**src/rtl/intc_pkg.sv**
```systemverilog
// Package: shared constants for the level-sensitive interrupt controller.
// Assumes byte addressing with 32-bit aligned registers.
package intc_pkg;
    localparam int DATA_W        = 32;
    localparam int OFF_LEVEL_SEL = 'h00;  // accepted, inert
    localparam int OFF_MASK      = 'h04;  // read/write enable mask
    localparam int OFF_PENDING   = 'h0C;  // read-only pending word
    localparam int OFF_CONTROL   = 'h14;  // accepted, inert

    typedef enum logic [1:0] {
        ACC_NONE,
        ACC_MASK,
        ACC_INERT,
        ACC_PEND
    } acc_kind_t;
endpackage

```
**src/rtl/intc_sync.sv**
```systemverilog
// Module: intc_sync
// Two-flop synchronizer, one chain per request line. The second stage
// is the pending word: it follows the line level with no latching.
// Assumes: inputs may be asynchronous to clk; reset is synchronous active-low.
module intc_sync #(
    parameter int WIDTH = 32
) (
    input  logic             clk,
    input  logic             rst_n,
    input  logic [WIDTH-1:0] async_i,
    output logic [WIDTH-1:0] level_o
);
    for (genvar g = 0; g < WIDTH; g++) begin : g_chain
        logic meta_q;
        logic stab_q;

        // Two-stage capture of one request line.
        always_ff @(posedge clk) begin
            if (!rst_n) begin
                meta_q <= 1'b0;
                stab_q <= 1'b0;
            end else begin
                meta_q <= async_i[g];
                stab_q <= meta_q;
            end
        end

        assign level_o[g] = stab_q;
    end
endmodule

```
**src/rtl/intc_regs.sv**
```systemverilog
// Module: intc_regs
// Register decode, mask storage and registered read mux.
// Assumes: aligned 32-bit accesses only; any other offset is treated as unmapped.
module intc_regs
    import intc_pkg::*;
#(
    parameter int NUM_IRQ = 32,
    parameter int ADDR_W  = 8
) (
    input  logic               clk,
    input  logic               rst_n,
    input  logic [ADDR_W-1:0]  addr,
    input  logic               wr_en,
    input  logic [DATA_W-1:0]  wdata,
    input  logic               rd_en,
    input  logic [NUM_IRQ-1:0] pend_i,
    output logic [NUM_IRQ-1:0] mask_o,
    output logic [DATA_W-1:0]  rdata
);
    acc_kind_t          kind;
    logic [NUM_IRQ-1:0] mask_q;
    logic [DATA_W-1:0]  mask_ext;
    logic [DATA_W-1:0]  pend_ext;
    logic [DATA_W-1:0]  rd_mux;

    // Classify the current address.
    always_comb begin
        if (addr == ADDR_W'(OFF_MASK))
            kind = ACC_MASK;
        else if (addr == ADDR_W'(OFF_PENDING))
            kind = ACC_PEND;
        else if (addr == ADDR_W'(OFF_LEVEL_SEL) || addr == ADDR_W'(OFF_CONTROL))
            kind = ACC_INERT;
        else
            kind = ACC_NONE;
    end

    // Mask storage: only a write at the mask offset changes it.
    always_ff @(posedge clk) begin
        if (!rst_n)
            mask_q <= '0;
        else if (wr_en && kind == ACC_MASK)
            mask_q <= wdata[NUM_IRQ-1:0];
    end

    // Zero-extend the stored words to the bus width.
    always_comb begin
        mask_ext = '0;
        pend_ext = '0;
        mask_ext[NUM_IRQ-1:0] = mask_q;
        pend_ext[NUM_IRQ-1:0] = pend_i;
    end

    // Select the read value; unmapped and inert offsets return zero.
    always_comb begin
        case (kind)
            ACC_MASK: rd_mux = mask_ext;
            ACC_PEND: rd_mux = pend_ext;
            default:  rd_mux = '0;
        endcase
    end

    // Registered read data, held between reads.
    always_ff @(posedge clk) begin
        if (!rst_n)
            rdata <= '0;
        else if (rd_en)
            rdata <= rd_mux;
    end

    assign mask_o = mask_q;

    // a mask write is stored in full on the next edge
    a_r3_mask_write: assert property (@(posedge clk) disable iff (!rst_n)
        (wr_en && addr == ADDR_W'(OFF_MASK)) |=> mask_o == $past(wdata[NUM_IRQ-1:0]));

    // inert offsets leave the mask alone
    a_r5_inert_write: assert property (@(posedge clk) disable iff (!rst_n)
        (wr_en && (addr == ADDR_W'(OFF_LEVEL_SEL) || addr == ADDR_W'(OFF_CONTROL))) |=> $stable(mask_o));

    // reads of unmapped offsets return zero
    a_r6_unmapped_read: assert property (@(posedge clk) disable iff (!rst_n)
        (rd_en && addr != ADDR_W'(OFF_MASK) && addr != ADDR_W'(OFF_PENDING)) |=> rdata == '0);

    // read data holds when no read is strobed
    a_r10_rdata_hold: assert property (@(posedge clk) disable iff (!rst_n)
        !rd_en |=> $stable(rdata));
endmodule

```
**src/rtl/intc_outgen.sv**
```systemverilog
// Module: intc_outgen
// Registered request output: the OR of enabled pending bits.
// Assumes: mask and pending are both synchronous to clk.
module intc_outgen #(
    parameter int NUM_IRQ = 32
) (
    input  logic               clk,
    input  logic               rst_n,
    input  logic [NUM_IRQ-1:0] mask_i,
    input  logic [NUM_IRQ-1:0] pend_i,
    output logic               irq_o
);
    logic any_active;

    // Reduce the enabled pending bits to one request.
    always_comb any_active = |(mask_i & pend_i);

    // Register the request toward the processor.
    always_ff @(posedge clk) begin
        if (!rst_n)
            irq_o <= 1'b0;
        else
            irq_o <= any_active;
    end

    // the output follows the masked pending state one clock later
    a_r2_out_follows: assert property (@(posedge clk) disable iff (!rst_n)
        1'b1 |=> irq_o == |($past(mask_i & pend_i)));
endmodule

```
**src/rtl/level_intc.sv**
```systemverilog
// Module: level_intc (top)
// Level-sensitive masked interrupt controller: synchronizes NUM_IRQ request
// lines into a pending word, gates them with a software mask, and drives
// one registered request.
// Assumes: NUM_IRQ between 1 and 32; aligned 32-bit register accesses.
module level_intc
    import intc_pkg::*;
#(
    parameter int NUM_IRQ = 32,
    parameter int ADDR_W  = 8
) (
    input  logic               clk,
    input  logic               rst_n,
    input  logic [NUM_IRQ-1:0] irq_in,
    input  logic [ADDR_W-1:0]  addr,
    input  logic               wr_en,
    input  logic [31:0]        wdata,
    input  logic               rd_en,
    output logic [31:0]        rdata,
    output logic               irq_out
);
    logic [NUM_IRQ-1:0] pend_w;
    logic [NUM_IRQ-1:0] mask_w;

    intc_sync #(.WIDTH(NUM_IRQ)) u_sync (
        .clk     (clk),
        .rst_n   (rst_n),
        .async_i (irq_in),
        .level_o (pend_w)
    );

    intc_regs #(.NUM_IRQ(NUM_IRQ), .ADDR_W(ADDR_W)) u_regs (
        .clk    (clk),
        .rst_n  (rst_n),
        .addr   (addr),
        .wr_en  (wr_en),
        .wdata  (wdata),
        .rd_en  (rd_en),
        .pend_i (pend_w),
        .mask_o (mask_w),
        .rdata  (rdata)
    );

    intc_outgen #(.NUM_IRQ(NUM_IRQ)) u_out (
        .clk    (clk),
        .rst_n  (rst_n),
        .mask_i (mask_w),
        .pend_i (pend_w),
        .irq_o  (irq_out)
    );

    // reset clears mask, pending and output
    a_r7_reset_clear: assert property (@(posedge clk)
        !rst_n |=> (irq_out == 1'b0 && mask_w == '0 && pend_w == '0));

    // a pending bit is the input level from two edges earlier
    a_r1_pend_tracks: assert property (@(posedge clk) disable iff (!rst_n)
        $past(rst_n) |=> pend_w == $past(irq_in, 2));
endmodule

```
**config.mk**
```make
export PLATFORM = sky130hd
export DESIGN_NAME = level_intc
export DESIGN_NICKNAME = d
export VERILOG_FILES = /design/src/rtl/intc_pkg.sv /design/src/rtl/intc_sync.sv /design/src/rtl/intc_regs.sv /design/src/rtl/intc_outgen.sv /design/src/rtl/level_intc.sv
export SDC_FILE = /design/constraint.sdc
export NUM_CORES = 1
export LEC_CHECK = 0
export ABC_AREA = 1
export BUFFER_PORTS_ARGS = -buffer_cell sky130_fd_sc_hd__buf_2
export CAP_MARGIN = 10
export CELL_PAD_IN_SITES_DETAIL_PLACEMENT = 0
export CELL_PAD_IN_SITES_GLOBAL_PLACEMENT = 1
export CORE_MARGIN = 4
export CORE_UTILIZATION = 30
export CTS_BUF_LIST = sky130_fd_sc_hd__clkbuf_16
export CTS_CLUSTER_SIZE = 16
export DETAILED_ROUTE_END_ITERATION = 10
export MAX_ROUTING_LAYER = met4
export PLACE_DENSITY_LB_ADDON = 0.1
export SLEW_MARGIN = 20
export SYNTH_ARGS = -nofsm -noshare
export SYNTH_HDL_FRONTEND = slang
export SYNTH_SLANG_ARGS = --single-unit
```
**constraint.sdc**
```tcl
create_clock -name clk -period 1.3 [get_ports clk]
set_input_delay 0.195 -clock clk [delete_from_list [all_inputs] [get_ports clk]]
set_output_delay 0.195 -clock clk [all_outputs]
set_load 0.02 [all_outputs]
```
======== Word-level counts from Yosys, hierarchy flattened ========
Index checks and enable logic that the tools add are counted.
cells by class
  reductions and logical operators ........ 4
  bitwise operators ....................... 1
  mux-type cells .......................... 4
  equality and inequality tests ........... 5
operator list
  operator                                             count
  case mux 32 bit (2 select lines)                     1
  AND 32 bit                                           1
  OR reduction 32 bit                                  1
  equality test 8 x 3 -> 1 bit, second input constant  1
  equality test 8 x 4 -> 1 bit, second input constant  1
  equality test 8 x 5 -> 1 bit, second input constant  1
  zero test 8 bit                                      1
  2-to-1 mux 2 bit                                     3
  equality test 2 x 1 -> 1 bit, second input constant  1
  equality test 2 bit, second input constant           1
  logical AND 1 bit                                    1
  logical OR 1 bit                                     1
word-level totals
  word-level logic and storage cells ...... 81
  register bits ........................... 129
  input bits .............................. 76

======== Logic depth before layout (Yosys ltp) ========
Gate-level depths: netlist of run 1.
  depth in word-level cells ............... 7
  gate-level depth with buffers ........... 8
  depth with buffers taken out ............ 7

======== Cells and area by module ========
From an unflattened synthesis of run 1, not the netlist that was laid out.
unflattened totals
  cell total of the unflattened synthesis .. 798
  area total of the unflattened synthesis .. 5,505.3 sq um
modules (own cells, without submodules)
  module       seq. area each (sq um)  cells each  area an instance (sq um)  instances
  intc_regs    1,281.2                 502         3,163.0                   1
  intc_sync    1,281.2                 231         2,080.7                   1
  intc_outgen  20.0                    65          261.5                     1

======== Least setup slack after synthesis of run 1 ========
OpenSTA, ideal clock, no wires.
  kind .................................... input port to flip-flop
  from .................................... input port addr[0]
  to ...................................... register u_regs.mask_q[10] (netlist: u_regs.mask_o[10])
  path slack .............................. 0.291 ns
  cell stages on the path ................. 7
  setup time .............................. 0.116 ns
  data required time ...................... 1.184 ns
  arrival time ............................ 0.893 ns
  path buffers ............................ 1
  cells stage by stage .................... inv_1 nand2_2 nor2_4 nand3_4 clkbuf_2 o21ai_0 nor2_1
between the ends
  word-level cells in the longest chain between the ends .. 7
RTL lines
  element                                                                 line              source
  from (decl)                                                             level_intc.sv:15  input logic [ADDR_W-1:0] addr,
  equality test 8 x 5 -> 1 bit / zero test 8 bit (equally long branches)  intc_regs.sv:32   else if (addr == ADDR_W'(OFF_LEVEL_SEL) || addr == ADDR_W'(OFF_CONTROL))
  logical OR 1 bit                                                        intc_regs.sv:32
  2-to-1 mux 2 bit                                                        intc_regs.sv:32
  2-to-1 mux 2 bit                                                        intc_regs.sv:30   else if (addr == ADDR_W'(OFF_PENDING))
  2-to-1 mux 2 bit (*)                                                    intc_regs.sv:28   if (addr == ADDR_W'(OFF_MASK))
  equality test 2 x 1 -> 1 bit (*)                                        intc_regs.sv:42   else if (wr_en && kind == ACC_MASK)
  logical AND 1 bit (*)                                                   intc_regs.sv:42
  to (signal assigned)                                                    intc_regs.sv:43   mask_q <= wdata[NUM_IRQ-1:0];
  to (decl)                                                               intc_regs.sv:21   logic [NUM_IRQ-1:0] mask_q;
Every way passes the cells marked *; elsewhere a longest branch is shown, timed or not.
A chain may end at the register's enable or synchronous reset.

======== Worst setup path after layout of run 1 ========
  from .................................... register u_regs.rdata[18]
  to ...................................... output port rdata[18]
RTL lines
  element                 line              source
  from (decl)             intc_regs.sv:18   output logic [DATA_W-1:0] rdata
  from (signal assigned)  intc_regs.sv:68   rdata <= rd_mux;
  to (decl)               level_intc.sv:19  output logic [31:0] rdata,
No word-level cell between the ends.

==> metrics.txt, run 1 <==
status complete, no violations; Critical Path Source u_regs.rdata[18]$_SDFFE_PN0P_; final WL 13.0 mm; Initial Utilization 31.0%; Post-Place Worst Slack -0.0295 ns; Required @ worst endpoint 1.11 ns; Syn Inst Count 694; max-slew violations 0; Core Box Area 0.0161 mm2; nets 906; Distinct cells, synth 20; CTS root buffer clkbuf_16; Clk Latency, worst-skew pair 0.41 ns; leakage power 3.58 nW; first-pass GRT wire length 21.4 mm; Clock Path Buffers 2; CTS clk-pin slew, worst paths 0.05 ns; Min Hold Slack 0.0343 ns; slowest CP cell dfxtp_1; post-route ant nets 0; #FFs+latches synth 129; die footprint 0.0187 mm2; Initial DRT Pass Iterations 4; Critical Path AT 0.97 ns; H-tree depth 4; endpoints failing hold 0; Post-Syn Area per Cell 7.17 um2; Max VDD drop 0.918 mV; fmax 862 MHz; vias per std cell 4.16; setup repair bufs after CTS 0; Worst Path Max Fanout 2; initial antenna violation count 1; most common cell after layout, fill and taps aside nand2_1; Final period util 89.2%; post-route cell area 0.00663 mm2; Largest delay share family, worst path flip-flops; sequential element share of the synthesized area 51.9%; vias in the first global route 4406; Final setup viols 0; leading area contributor after synthesis dfxtp_1; gr ovfl total 0; most frequent cells in the layout nand2_1 (149), nor2_1 (140), dfxtp_1 (129); Mapped Nets 770; area grow syn2layout 33.4%; Routed WL per cell 12.3 um; Worst path max stage delay 0.37 ns; critical path class reg2out; PostCTS Resize Cnt 0; Max Cap Viol 0; CTS tree done; HP Class in2reg; DRC 0; # rows 46; cells along the critical path buf_2; hold wc startpoint wdata[25]; Starting DRT DRC Count 158; fin worst setup slack 0.140 ns; hold buffer count at cts 32; Total GRT Usage 15.2%; number of clock sinks 129; Pwr Total 0.00903 W; measured slew at the worst slew-check pin 0.317 ns; largest net degree at the start of global routing 65; Mapped Area 0.00497 mm2; Worst setup SP type flip-flop; Buf+Inv Stages, Crit Path 1; RR Startpoint u_sync.g_chain[26].stab_q$_SDFF_PN0_; min Tclk post-route 1.16 ns; unrepaired setup endpoints after global routing false; Die H 137 um; placed instance area 0.00580 mm2; IO buf count 108; normalized max-slew margin 78.9%; Die W 137 um; RD Place Congestion 0.742; cts bufs inserted 17; share of post-route cells with drive strength above 1 18.5%; Synth Warn # 0; Detailed Place HPWL 8.79 mm; skew final 0.00624 ns; P per Cell Area 1360 mW/mm2; top-area cell type share of the netlist area 51.9%; Area contributors post-synth dfxtp_1 (52%), nand2_1 (11%), nor2_1 (11%), nand3_1 (9.7%), inv_1 (7.5%); CP Capture Type output pin; io pins 109; Vias 4409
## final cells by class
| class | count | area, um2 |
|---|---|---|
| Clock buffer | 17 | 425 |
| Timing Repair Buffer | 157 | 1100 |
| Antenna cell | 1 | 2.50 |
| Fill cell | 1697 | 9420 |
| Inverter | 101 | 380 |
| Clock inverter | 14 | 85.1 |
| Sequential cell | 129 | 2580 |
| Tap cell | 216 | 270 |
| Multi-Input combinational cell | 424 | 1790 |
## where the power goes
group          total, W  internal, W  switching (W)
Sequential      0.00416      0.00410      0.0000607
Clock           0.00415      0.00253        0.00162
Combinational  0.000720     0.000326       0.000394
Total           0.00903      0.00696        0.00207
## worst paths after layout
check | end | slack, ns | cells past startpoint
max | rdata[18] | 0.14 | 1
min | u_regs.mask_o[25]$_SDFFE_PN0P_ | 0.03 | 3
max reg2reg | u_out.irq_o$_SDFF_PN0_ | 0.29 | 6
min reg2reg | u_sync.g_chain[12].stab_q$_SDFF_PN0_ | 0.41 | 2
## metal layers
layer / routed length [um] / GRT usage (%)
met5: 0 / -
met4: 259 / 5.99
met3: 613 / 3.79
met2: 5860 / 23.5
met1: 6270 / 19.1
## through the flow
stage / util (%) / instances / setup TNS, ns
floorplan: - / 694 / 0
finish: 41.3 / 1059 / 0
detailed placement: 36.1 / 995 / -0.0516
global route: 41.3 / 1059 / 0
global placement: 36.1 / 995 / -0.00879
CTS: 41.3 / 1058 / 0
## synthesized netlist by cell type (all sizes together)
master  instances
a21oi           1
and2            1
buf            31
clkbuf          9
clkinv          1
dfxtp         129
inv           100
nand2         151
nand3          97
nor2          142
o21ai          32
## cells by family after synthesis
logic type	share of synthesized area, %
flops	51.9
simple gates	32.6
compound gates	3.32
buf+inv	12.2
## registers in the layout (all words and copies together), names as in the netlist
signal,count
u_regs.mask_o,32
u_regs.rdata,32
u_sync.g_chain.meta_q,32
u_sync.g_chain.stab_q,32
u_out.irq_o,1
No activity file was read; power rests on OpenSTA's default activity.
==> run 2: changes to the inputs <==
--- a/config.mk
+++ b/config.mk
@@ -15,7 +15,6 @@
 export CTS_BUF_LIST = sky130_fd_sc_hd__clkbuf_16
 export CTS_CLUSTER_SIZE = 16
 export DETAILED_ROUTE_END_ITERATION = 10
-export MAX_ROUTING_LAYER = met4
 export PLACE_DENSITY_LB_ADDON = 0.1
 export SLEW_MARGIN = 20
 export SYNTH_ARGS = -nofsm -noshare
==> run 2 against run 1 <==
Net effect:
- critical path depth stayed put
- total power about the same
- count of clock-buffer cells in the layout is the same
- sequential power is essentially flat
- hold slack about the same
- wire length fell by 0.21%
- flip-flop and latch count stayed put
- register-to-register slack about the same
- die area unchanged
- largest power group unchanged
==> metrics.txt, run 2 (same netlist as run 1, synthesis figures left out) <==
reg2reg setup slack 0.29 ns; gr ovfl total 0; Detailed Place HPWL 8.79 mm; Worst setup SP type flip-flop; CTS clk-pin slew, worst paths 0.05 ns; P_sw 0.00207 W; H-tree depth 4; most frequent cells in the layout nand2_1 (149), nor2_1 (140), dfxtp_1 (129); Die W 137 um; Die H 137 um; CTS root buffer clkbuf_16; cells along the critical path buf_2; Required @ worst endpoint 1.11 ns; final core occ 41.3%; min Tclk post-route 1.16 ns; RD Place Congestion 0.733; clock network power share 45.9%; fillers 1695; Buf+Inv Stages, Crit Path 1; slowest CP cell dfxtp_1; number of clock sinks 129; area of the multi-input gates 0.00179 mm2; final setup TNS 0 ns; io pins 109; die footprint 0.0187 mm2; setup repair bufs after CTS 0; Routed WL per cell 12.3 um; register area 0.00258 mm2; first-pass GRT wire length 21.4 mm; max-slew violations 0; Core Box Area 0.0161 mm2; Total GRT Usage 14.8%; critical path class reg2out; Max VDD drop 0.874 mV; vias per std cell 4.19; Final setup viols 0; Starting DRT DRC Count 144; cts bufs inserted 17; leakage power 3.58 nW; endpoints failing hold 0; Final period util 89.2%; Vias 4432; measured slew at the worst slew-check pin 0.319 ns; HP Class in2reg; Sw Share 22.9%; DRC 0; end of the worst register-to-register path u_out.irq_o$_SDFF_PN0_; Max Cap Viol 0; RR Startpoint u_sync.g_chain[26].stab_q$_SDFF_PN0_; area grow syn2layout 33.3%; Worst Path Max Fanout 2; fmax 862 MHz; Clock Path Buffers 2; P per Cell Area 1360 mW/mm2; nets 906; Initial Utilization 31.0%; CTS tree done; initial antenna violation count 1; most common cell after layout, fill and taps aside nand2_1; CP Capture Type output pin; Worst Reg-to-Reg Cells 6; vias in the first global route 4422; CP Depth 1; # rows 46; skew final 0.00553 ns; Worst path max stage delay 0.37 ns; final WL 13.0 mm; Int Power 0.00696 W; Critical Path Source u_regs.rdata[18]$_SDFFE_PN0P_; IO buf count 108; Pwr Total 0.00903 W; normalized max-slew margin 78.7%; Worst Setup EP rdata[18]; Critical Path AT 0.96 ns; Sequential Power Share 46.1%; largest net degree at the start of global routing 65; unrepaired setup endpoints after global routing false; Clk Latency, worst-skew pair 0.41 ns; status complete, no violations; post-route ant nets 0; Initial DRT Pass Iterations 4; Largest delay share family, worst path flip-flops; Comb power frac 8.0%; share of post-route cells with drive strength above 1 18.5%; Ant. Diodes 0
==> run 2: cell types whose count changed in the layout (fill, tap and decap cells not counted), sizes merged <==
cell   previous run  this run
diode             1         0
==> run 2: through the flow <==
| step | worst slack (ns) | cells | area [um2] | hold WS (ns) |
|---|---|---|---|---|
| after floorplan | 0.291 | 694 | 4970 | 0.293 |
| after detailed placement | -0.0295 | 995 | 5800 | 0.381 |
| after global routing | 0.0692 | 1058 | 6630 | 0.0314 |
| after CTS | 0.119 | 1058 | 6630 | 0.0161 |
| after global placement | -0.00879 | 995 | 5800 | 0.375 |
| final | 0.141 | 1058 | 6630 | 0.0343 |
==> run 2: metal layers <==
| layer | vias up | track usage (%) | share of wire, % |
|---|---|---|---|
| met5 | - | 0 | 0.10 |
| met4 | 2 | 5.99 | 1.7 |
| met3 | 17 | 4.12 | 4.6 |
| met2 | 98 | 23.5 | 46 |
| met1 | 1948 | 19.0 | 48 |
| li1 | 2367 | - | - |
==> run 2: power groups by stage <==
stage	logic (W)	registers (W)	clock network, W
2_1_floorplan	0.000317	0.00429	0
3_3_place_gp	0.000657	0.00425	0
3_5_place_dp	0.000661	0.00425	0
4_1_cts	0.000736	0.00416	0.00429
5_1_grt	0.000816	0.00418	0.00448
6_report	0.000720	0.00416	0.00414
==> run 2: worst min path at each step <==
stage	start	endpoint	cells after the start
final	wdata[25]	u_regs.mask_o[25]$_SDFFE_PN0P_	3
after global routing	wdata[8]	u_regs.mask_o[8]$_SDFFE_PN0P_	3
after CTS	wdata[27]	u_regs.mask_o[27]$_SDFFE_PN0P_	3
after detailed placement	irq_in[15]	u_sync.g_chain[15].meta_q$_SDFF_PN0_	3
after global placement	irq_in[3]	u_sync.g_chain[3].meta_q$_SDFF_PN0_	3
after floorplan	irq_in[0]	u_sync.g_chain[0].meta_q$_SDFF_PN0_	2
==> run 2: cell type report <==
type | instances | area share (%)
multi-input cells | 424 | 26.9
clock inverters | 14 | 1.28
clock buffers | 17 | 6.42
flip-flops and latches | 129 | 38.9
repair buffers | 157 | 16.6
well taps | 216 | 4.08
inverters | 101 | 5.74
==> run 2: repair_timing <==
action / 4_1_cts / 5_1_grt
gates resized for setup: 0 / 0
endpoints found under the hold margin: 32 / 0
hold buffers: 32 / 0
==> run 3: changes to the inputs <==
--- a/config.mk
+++ b/config.mk
@@ -5,7 +5,6 @@
 export SDC_FILE = /design/constraint.sdc
 export NUM_CORES = 1
 export LEC_CHECK = 0
-export ABC_AREA = 1
 export BUFFER_PORTS_ARGS = -buffer_cell sky130_fd_sc_hd__buf_2
 export CAP_MARGIN = 10
 export CELL_PAD_IN_SITES_DETAIL_PLACEMENT = 0
==> run 3 against run 2 <==
Net effect:
- maximum frequency decreased by 8.7%
- critical path depth increased by 2
- sequential power decreased by 1%
- first-iteration DRC count increased by 61%
- wire length increased by 14%
- register-to-register slack got worse by 0.26 ns
- final cell count decreased by 18%
==> metrics.txt, run 3 <==
H-tree depth 4; sequential element share of the synthesized area 52.0%; Core Box Area 0.0161 mm2; #FFs+latches synth 129; number of clock sinks 129; CTS tree done; final setup TNS 0 ns; Detailed Place HPWL 10.4 mm; most frequent cells after synthesis dfxtp_1 (129), nand4_1 (68), a21oi_1 (64), and2_1 (64), clkbuf_1 (34); critical path class reg2reg; gr ovfl total 0; IO buf count 108; Die H 137 um; area of the multi-input gates 0.00219 mm2; fin worst setup slack 0.0304 ns; Total GRT Usage 16.5%; Worst Path Max Fanout 2; Area contributors post-synth dfxtp_1 (52%), nand4_1 (8.6%), and2_1 (8.1%), mux2_2 (7.3%), a21oi_1 (6.4%); Mapped Nets 572; Post-synth ARST share 0%; EDFF count, synth 0; Min Hold Slack 0.0396 ns; RD Place Congestion 0.796; leading area contributor after synthesis dfxtp_1; Initial Utilization 30.9%; area grow syn2layout 39.3%; P_sw 0.00211 W; min Tclk post-route 1.27 ns; top-count cell post-synth dfxtp_1; Required @ worst endpoint 1.58 ns; initial antenna violation count 1; cts bufs inserted 17; first-pass GRT wire length 23.1 mm; clock network power share 49.1%; Max VDD drop 0.923 mV; Clock Path Buffers 2; CTS clk-pin slew, worst paths 0.06 ns; most common cell after layout, fill and taps aside dfxtp_1; Initial DRT Pass Iterations 5; unrepaired setup endpoints after global routing true; CTS root buffer clkbuf_16; Distinct cells, synth 20; Final period util 97.7%; Synth Flop Type dfxtp_1; measured slew at the worst slew-check pin 0.280 ns; most frequent cells in the layout dfxtp_1 (128), buf_2 (108), nand4_1 (68); die footprint 0.0187 mm2; Critical Path AT 1.55 ns; Sw Share 22.8%; register area 0.00258 mm2; normalized max-slew margin 81.2%; Comb power frac 6.8%; P per Cell Area 1340 mW/mm2; Sequential Power Share 44.1%; status complete, no violations; Die W 137 um; DRC 0; Post-Syn Area per Cell 10.0 um2; # rows 46; Synth Warn # 0; fillers 1566; Worst setup SP type flip-flop; leakage power 2.71 nW; top-area cell type share of the netlist area 52.0%; Syn Inst Count 496; endpoints failing hold 0; vias per std cell 4.77; post-route ant nets 0; nets 717; share of post-route cells with drive strength above 1 33.8%; fmax 788 MHz; Starting DRT DRC Count 232; Final setup viols 0; CP Capture Type flip-flop; Mapped Area 0.00497 mm2; Clk Latency, worst-skew pair 0.42 ns; placed instance area 0.00598 mm2; Routed WL per cell 17.1 um; io pins 109; Ant. Diodes 0; skew final 0.00874 ns; setup repair bufs after CTS 0; vias in the first global route 4190; Max Cap Viol 0; largest net degree at the start of global routing 65; HP Class in2reg; Post-Place Worst Slack -0.293 ns; Vias 4152; post-route cell area 0.00692 mm2; final WL 14.8 mm; Int Power 0.00718 W; max-slew violations 0
[run 3: cell types whose count changed after synthesis, sizes merged, moves of 63 or more]
cell,before,now
nand3,97,0
inv,100,1
a21oi,1,64
nand4,0,68
nor2,142,0
nand2,151,0
and2,1,64
[run 3: per-stage QoR]
step                      power (W)  cells  util, %
after global routing        0.00967    870     43.1
after global placement      0.00474    806     37.3
after floorplan             0.00444    496        -
after CTS                   0.00942    870     42.9
after detailed placement    0.00474    806     37.3
final                       0.00929    870     43.1
[run 3: kinds of logic after synthesis]
family	synth area share, %
AOI/OAI and AO/OA	13.9
buffers and inverters	4.98
DFF	52.0
muxes	7.25
and+or+nand+nor	21.9
[run 3: power groups by stage]
stage	Combinational, W	Sequential, W	Clock [W]
after floorplan	0.000284	0.00415	0
after global placement	0.000564	0.00418	0
after detailed placement	0.000564	0.00418	0
after CTS	0.000640	0.00410	0.00468
after global routing	0.000693	0.00410	0.00487
final	0.000635	0.00410	0.00456
[run 3: critical path, stage by stage, from the launching register on]
cell and delay [ns]:
dfxtp_1 0.33, a22oi_2 0.22, nand4_1 0.13, o41a_1 0.46
[run 3: worst paths after layout]
path | cells past startpoint | start | slack, ns | to
max | 3 | u_sync.g_chain[17].stab_q$_SDFF_PN0_ | 0.03 | u_out.irq_o$_SDFF_PN0_
min | 3 | wdata[15] | 0.04 | u_regs.mask_o[15]$_SDFFE_PN0P_
max reg2reg | 3 | u_sync.g_chain[17].stab_q$_SDFF_PN0_ | 0.03 | u_out.irq_o$_SDFF_PN0_
min reg2reg | 1 | u_sync.g_chain[1].meta_q$_SDFF_PN0_ | 0.43 | u_sync.g_chain[1].stab_q$_SDFF_PN0_
[run 3: layout make-up]
type                    count  share of cell area [%]
multi-input cells         315                    31.7
flip-flops and latches    129                    37.3
repair buffers            177                    18.8
clock buffers              17                    6.15
well taps                 216                    3.90
inverters                   1                  0.0542
clock inverters            15                    2.10
[run 3: what timing repair did]
action,CTS,global route
endpoints found under the setup margin,1,1
endpoints found under the hold margin,32,0
pin swaps,3,3
hold buffers,32,0
gates resized for setup,5,5
[run 3: routing by layer]
metal | vias to the layer above | global-route usage (%) | part of all wire (%)
li1 | 2097 | - | -
met1 | 1924 | 22.2 | 48
met2 | 116 | 24.9 | 44
met3 | 13 | 5.11 | 7.1
met4 | 2 | 5.66 | 0.98
met5 | - | 0 | 0.088
